--- config.mk ---
export PLATFORM = sky130hd
export DESIGN_NAME = keyed_cfg_bank
export DESIGN_NICKNAME = d
export VERILOG_FILES = /design/src/rtl/cfgbank_pkg.sv /design/src/rtl/cfgbank_kick.sv /design/src/rtl/cfgbank_wo_reg.sv /design/src/rtl/cfgbank_rdmux.sv /design/src/rtl/keyed_cfg_bank.sv
export SDC_FILE = /design/constraint.sdc
export NUM_CORES = 1
export LEC_CHECK = 0
export ABC_AREA = 1
export BUFFER_PORTS_ARGS = -buffer_cell sky130_fd_sc_hd__buf_2
export CAP_MARGIN = 20
export CELL_PAD_IN_SITES_DETAIL_PLACEMENT = 0
export CELL_PAD_IN_SITES_GLOBAL_PLACEMENT = 1
export CORE_MARGIN = 8
export CORE_UTILIZATION = 36
export DETAILED_ROUTE_END_ITERATION = 12
export GPL_TIMING_DRIVEN = 1
export PLACE_DENSITY_LB_ADDON = 0.1
export SLEW_MARGIN = 25
export SYNTH_ARGS = -nofsm -noshare
export SYNTH_HDL_FRONTEND = slang
export SYNTH_SLANG_ARGS = --single-unit
--- constraint.sdc ---
create_clock -name clk -period 2.6 [get_ports clk]
set_input_delay 0.52 -clock clk [delete_from_list [all_inputs] [get_ports clk]]
set_output_delay 0.52 -clock clk [all_outputs]
set_load 0.03 [all_outputs]
--- src/rtl/cfgbank_pkg.sv ---
package cfgbank_pkg;
  localparam int ADDR_W = 19;
  localparam int DATA_W = 32;

  localparam logic [ADDR_W-1:0] A_DEVSTAT = 19'h00000;
  localparam logic [ADDR_W-1:0] A_SILREV  = 19'h00008;
  localparam logic [ADDR_W-1:0] A_KICK0   = 19'h00038;
  localparam logic [ADDR_W-1:0] A_KICK1   = 19'h0003C;
  localparam logic [ADDR_W-1:0] A_MAC_HI  = 19'h00700;
  localparam logic [ADDR_W-1:0] A_MAC_LO  = 19'h00704;
  localparam logic [ADDR_W-1:0] A_PRIV    = 19'h0041C;
  localparam logic [ADDR_W-1:0] A_LOCK    = 19'h40004;
  localparam logic [ADDR_W-1:0] A_CTRL    = 19'h40008;
  localparam logic [ADDR_W-1:0] A_RMII    = 19'h40020;
  localparam logic [ADDR_W-1:0] A_DEVCTL  = 19'h4002C;

  localparam logic [DATA_W-1:0] KICK0_KEY = 32'h83E7_0B13;
  localparam logic [DATA_W-1:0] KICK1_KEY = 32'h95A4_F1E0;
  localparam logic [DATA_W-1:0] LOCK_KEY  = 32'h0F0A_0B00;

  localparam int SILREV_W  = 4;
  localparam int SILREV_LO = 28;
  localparam int MAC_W     = 48;

  typedef enum logic [1:0] {
    KS_LOCKED = 2'd0,
    KS_ARMED  = 2'd1,
    KS_OPEN   = 2'd2
  } kick_state_e;
endpackage

--- src/rtl/cfgbank_kick.sv ---
module cfgbank_kick
  import cfgbank_pkg::*;
(
  input  logic              clk,
  input  logic              rst_n,
  input  logic              wr_en,
  input  logic [ADDR_W-1:0] addr,
  input  logic [DATA_W-1:0] wdata,
  output kick_state_e       state_o
);
  kick_state_e state_q, state_d;

  always_comb begin
    state_d = state_q;
    if (wr_en) begin
      if (addr == A_KICK0) begin
        state_d = (wdata == KICK0_KEY) ? KS_ARMED : KS_LOCKED;
      end else if (addr == A_KICK1) begin
        if (wdata == KICK1_KEY && state_q != KS_LOCKED) state_d = KS_OPEN;
        else                                             state_d = KS_LOCKED;
      end
    end
  end

  always_ff @(posedge clk or negedge rst_n) begin
    if (!rst_n) state_q <= KS_LOCKED;
    else        state_q <= state_d;
  end

  assign state_o = state_q;
endmodule

--- src/rtl/cfgbank_wo_reg.sv ---
module cfgbank_wo_reg #(
  parameter int           W       = 32,
  parameter logic [W-1:0] WO_MASK = '0,
  parameter logic [W-1:0] RST_VAL = '0
) (
  input  logic         clk,
  input  logic         rst_n,
  input  logic         wr_ok,
  input  logic [W-1:0] wdata,
  output logic [W-1:0] q_o,
  output logic [W-1:0] flag_o
);
  for (genvar i = 0; i < W; i++) begin : g_bit
    if (WO_MASK[i]) begin : g_once
      logic q, f;
      always_ff @(posedge clk or negedge rst_n) begin
        if (!rst_n) begin
          q <= RST_VAL[i];
          f <= 1'b0;
        end else if (wr_ok) begin
          if (!f) q <= wdata[i];
          f <= 1'b1;
        end
      end
      assign q_o[i]    = q;
      assign flag_o[i] = f;
    end else begin : g_free
      logic q;
      always_ff @(posedge clk or negedge rst_n) begin
        if (!rst_n)     q <= RST_VAL[i];
        else if (wr_ok) q <= wdata[i];
      end
      assign q_o[i]    = q;
      assign flag_o[i] = 1'b0;
    end
  end
endmodule

--- src/rtl/cfgbank_rdmux.sv ---
module cfgbank_rdmux
  import cfgbank_pkg::*;
#(
  parameter int RMII_BIT = 18
) (
  input  logic [ADDR_W-1:0]   addr,
  input  logic [DATA_W-1:0]   devstat,
  input  logic [SILREV_W-1:0] silrev,
  input  logic [MAC_W-1:0]    mac,
  input  logic [DATA_W-1:0]   lock_w,
  input  logic [DATA_W-1:0]   ctrl_w,
  input  logic [DATA_W-1:0]   devctl_w,
  input  logic [DATA_W-1:0]   priv_w,
  input  logic                rmii_w,
  output logic [DATA_W-1:0]   rdata
);
  localparam int PAD_W = DATA_W - SILREV_W;
  localparam int MAC_HI_LO = MAC_W - DATA_W;

  always_comb begin
    rdata = '0;
    case (addr)
      A_DEVSTAT: rdata = devstat;
      A_SILREV:  rdata[SILREV_LO +: SILREV_W] = silrev;
      A_MAC_HI:  rdata = mac[MAC_W-1 -: DATA_W];
      A_MAC_LO:  rdata[DATA_W-1 -: MAC_HI_LO] = mac[MAC_HI_LO-1:0];
      A_PRIV:    rdata = priv_w;
      A_LOCK:    rdata = lock_w;
      A_CTRL:    rdata = ctrl_w;
      A_RMII:    rdata[RMII_BIT] = rmii_w;
      A_DEVCTL:  rdata = devctl_w;
      default:   rdata = '0;
    endcase
  end

  logic unused_pad;
  assign unused_pad = (PAD_W == 0);
endmodule

--- src/rtl/keyed_cfg_bank.sv ---
module keyed_cfg_bank
  import cfgbank_pkg::*;
#(
  parameter logic [31:0] CTRL_WO_MASK = 32'h0000_00FF,
  parameter logic [31:0] PRIV_RST     = 32'hAAAA_AAAA,
  parameter int          RMII_BIT     = 18
) (
  input  logic        clk,
  input  logic        rst_n,
  input  logic [18:0] bus_addr,
  input  logic [31:0] bus_wdata,
  input  logic        bus_we,
  output logic [31:0] bus_rdata,
  input  logic [31:0] devstat_i,
  input  logic [3:0]  silrev_i,
  input  logic [47:0] mac_fuse_i,
  output logic [31:0] ctrl_o,
  output logic [31:0] devctl_o,
  output logic [31:0] privperm_o,
  output logic        rmii_rst_o
);
  kick_state_e       kick_state;
  logic              bank_open;
  logic [DATA_W-1:0] lock_q, priv_q;
  logic              rmii_q;
  logic [DATA_W-1:0] ctrl_q, ctrl_flag;
  logic [DATA_W-1:0] dev_q, dev_flag;
  logic              open_wr, ctrl_ok, dev_ok;

  cfgbank_kick u_kick (
    .clk     (clk),
    .rst_n   (rst_n),
    .wr_en   (bus_we),
    .addr    (bus_addr),
    .wdata   (bus_wdata),
    .state_o (kick_state)
  );

  assign bank_open = (kick_state == KS_OPEN);
  assign open_wr   = bank_open && bus_we;
  assign ctrl_ok   = open_wr && (bus_addr == A_CTRL) && (lock_q == LOCK_KEY);
  assign dev_ok    = open_wr && (bus_addr == A_DEVCTL);

  always_ff @(posedge clk or negedge rst_n) begin
    if (!rst_n) begin
      lock_q <= '0;
      priv_q <= PRIV_RST;
      rmii_q <= 1'b0;
    end else if (open_wr) begin
      if (bus_addr == A_LOCK) lock_q <= bus_wdata;
      if (bus_addr == A_PRIV) priv_q <= bus_wdata;
      if (bus_addr == A_RMII) rmii_q <= bus_wdata[RMII_BIT];
    end
  end

  cfgbank_wo_reg #(
    .W       (DATA_W),
    .WO_MASK (CTRL_WO_MASK),
    .RST_VAL ('0)
  ) u_ctrl (
    .clk    (clk),
    .rst_n  (rst_n),
    .wr_ok  (ctrl_ok),
    .wdata  (bus_wdata),
    .q_o    (ctrl_q),
    .flag_o (ctrl_flag)
  );

  cfgbank_wo_reg #(
    .W       (DATA_W),
    .WO_MASK ({DATA_W{1'b1}}),
    .RST_VAL ('0)
  ) u_devctl (
    .clk    (clk),
    .rst_n  (rst_n),
    .wr_ok  (dev_ok),
    .wdata  (bus_wdata),
    .q_o    (dev_q),
    .flag_o (dev_flag)
  );

  cfgbank_rdmux #(.RMII_BIT(RMII_BIT)) u_rd (
    .addr     (bus_addr),
    .devstat  (devstat_i),
    .silrev   (silrev_i),
    .mac      (mac_fuse_i),
    .lock_w   (lock_q),
    .ctrl_w   (ctrl_q),
    .devctl_w (dev_q),
    .priv_w   (priv_q),
    .rmii_w   (rmii_q),
    .rdata    (bus_rdata)
  );

  assign ctrl_o     = ctrl_q;
  assign devctl_o   = dev_q;
  assign privperm_o = priv_q;
  assign rmii_rst_o = rmii_q;
endmodule

==> metrics <==
status=completed; skew final=0.0115 ns; post-synth top area cell=dfrtp_1; max cap viols=0; H-Tree Depth=4; Least-Margin Pin Slew=between 0.5 and 0.6 ns; first-pass GRT wire length=between 50000 and 60000 um; routed wire length=37400 um; RSZ-0062 raised after global routing=true; CTS buffer count=17; vias in the first global route=between 9k and 10k; Syn Inst Count=1192; final setup TNS=0 ns; CTS Sinks=~130; number of antenna violations at the first check in global routing=5; # fillers=2480; Slew Limit Fails=0; DRT Pass-1 Iters=5; FF/Latch Area=about 0.0033 mm^2; syn_area_per_cell=between 7 and 8 um^2; Slew headroom=0.606; leak pwr=6.05 nW; met3 Use GR=0.0566; Worst setup SP type=primary input; largest net degree at the start of global routing=55; pwr/cell area=around 430 mW/mm^2; CTS tree=done; #FFs+latches synth=roughly 130; Layout Nets=1562; worst-path fanout max=8; ANT nets after route=0; cell area after synthesis=between 0.008 and 0.009 mm^2; Iteration-0 DRC Markers=~750; Synth top area share=0.348; min Tclk post-route=approximately 2.5 ns; hold crit path type=in2async; Rows=56; gpl congestion=0.853; Ys Warns=0; vias=9147; Placed Cells=about 1.7k; GR peak layer=met2; CTS hold repair buffers=0; CP endpoint kind=primary output; met2 GRT Util=0.415; Yosys cell types=26; multi-input logic area=roughly 0.0039 mm^2; Crit Reg-Reg Startpoint=lock_q[23]; fmax=slightly below 0.4 GHz; Root Buffer=clkbuf_16; Initial Util=0.362; DIE AREA=around 0.028 mm^2; Total Power=around 4.7 mW; DRC=0; peak supply drop=about 0.00024 V; dpl ws=-0.108 ns; Fin. Hold Viols=0; Die Span Y=approximately 170 um; final cell count without fillers=roughly 1.8k; Mapped Nets=1330; Die W=about 170 um; Area Overhead vs Synth=30.5%; layout cells sized above 1=0.304; clk buf depth=2; setup ws final=0.0579 ns; fin crit share=0.978; register area share after synthesis=0.399; CP Class=in2out; Overflow after GRT=0; WL per Instance=between 20 and 25 um; Worst-Skew Late Latency=0.43 ns; core outline area=between 0.02 and 0.025 mm^2; Worst Hold Slack=0.0550 ns; met1 Usage GRT=0.344; Vias/cell=5.20; final setup vio count=0; Ports=267; largest cells by area after synthesis=dfrtp_1 35%, nand2_1 16%, nand4_1 12%; Arr. time, crit path=about 2.0 ns; port buffer count=between 200 and 300; post-DP HPWL=roughly 27000 um; CP required=around 2.1 ns; gr usage total=0.259; Worst-path clk slew=0.06 ns; crit path launch=bus_addr[9]
==> final cells by class <==
cell class | count | share of cell area
multi-input cells | 810 | 0.355
flip-flops and latches | 133 | 0.305
well taps | 319 | 0.0364
repair buffers | 354 | 0.215
diodes | 2 | 0.000456
inverters | 108 | 0.0370
clock buffers | 18 | 0.0391
clock inverters | 14 | 0.0115
==> cells in the mapped netlist, drive strengths merged <==
cell type and count:
dfstp 16, nand3 46, clkbuf 42, nor2 110, inv 106, clkinv 2, dfrtp 117, a21oi 2
nand4 168, nand3b 1, nand2 361, buf 99, o21ai 115, nor3 7
==> flip-flops by register name (all words and copies together), names as in the netlist <==
name                     cells
rmii_rst_o                   1
u_kick.state_o               2
u_ctrl.g_bit.g_once.f        1
u_devctl.g_bit.g_once.f      1
privperm_o                  32
lock_q                      32
u_ctrl.g_bit.g_once.q        8
u_ctrl.g_bit.g_free.q       24
u_devctl.g_bit.g_once.q     32
==> final timing paths <==
kind,end,slack (ns),cells after the start
max reg2reg,u_ctrl.g_bit[19].g_free.q,0.49,9
min in group clk,privperm_o[21],0.31,3
max in group asynchronous,privperm_o[13],1.79,2
max,bus_rdata[19],0.06,13
min reg2reg,privperm_o[19],0.48,2
min,u_devctl.g_bit[1].g_once.q,0.05,1
==> critical path: stages <==
cell	delay (ns)
buf_2	0.12
nor2_4	0.12
nand2_1	0.10
nor2_4	0.11
buf_4	0.12
buf_12	0.13
buf_4	0.20
buf_4	0.14
nand4_1	0.10
nand2_1	0.08
nor2_1	0.04
nand2_1	0.05
clkbuf_4	0.18
==> cells by family (layout without fill, tap and decap cells) <==
| kind of cell | after synthesis | after routing | share of synthesized area |
|---|---|---|---|
| simple gates | 693 | 693 | 0.383 |
| buf+inv | 249 | 494 | 0.149 |
| flops | 133 | 133 | 0.399 |
| compound gates | 117 | 117 | 0.0697 |
| other cells | 0 | 2 | 0 |
==> what timing repair did <==
| action | CTS | global route |
|---|---|---|
| endpoints found under the setup margin | 25 | 32 |
| buffers inserted | 1 | 13 |
| resized for setup | 5 | 59 |
| pin swaps | 2 | 6 |
| cloned | 0 | 1 |
==> per-layer routing <==
| metal | routed length [um] | up-vias |
|---|---|---|
| met5 | 47 | - |
| met2 | 17400 | 395 |
| met1 | 16200 | 4332 |
| met3 | 2890 | 65 |
| li1 | - | 4347 |
| met4 | 763 | 8 |
==> power breakdown <==
group	leakage, nW	internal [mW]	switching (mW)	total (mW)
clock	0.260	1.32	1.02	2.34
combinational	4.02	0.111	0.211	0.322
sequential	1.77	2.07	0.00000136	2.07
==> cell usage in the layout (no fill, tap or decap), types with 4 or more instances in the layout <==
cell,count
clkinvlp_4,5
dfstp_2,16
nand3_1,38
o21ai_1,19
inv_2,5
clkbuf_4,9
inv_6,4
dfrtp_1,117
buf_6,13
nor2_1,97
nand2_1,357
o21ai_0,95
buf_4,60
nand3_2,7
inv_1,101
nor2_4,12
clkbuf_16,18
buf_12,20
buf_2,250
nand4_1,167
==> metrics by stage <==
| stage | area [um^2] | utilization |
|---|---|---|
| after floorplan | 8400 | - |
| after global placement | 10100 | 0.435 |
| after detailed placement | 10100 | 0.435 |
| after CTS | 10700 | 0.460 |
| after global routing | 11000 | 0.473 |
| final | 11000 | 0.473 |
No activity file was read; power rests on OpenSTA's default activity.
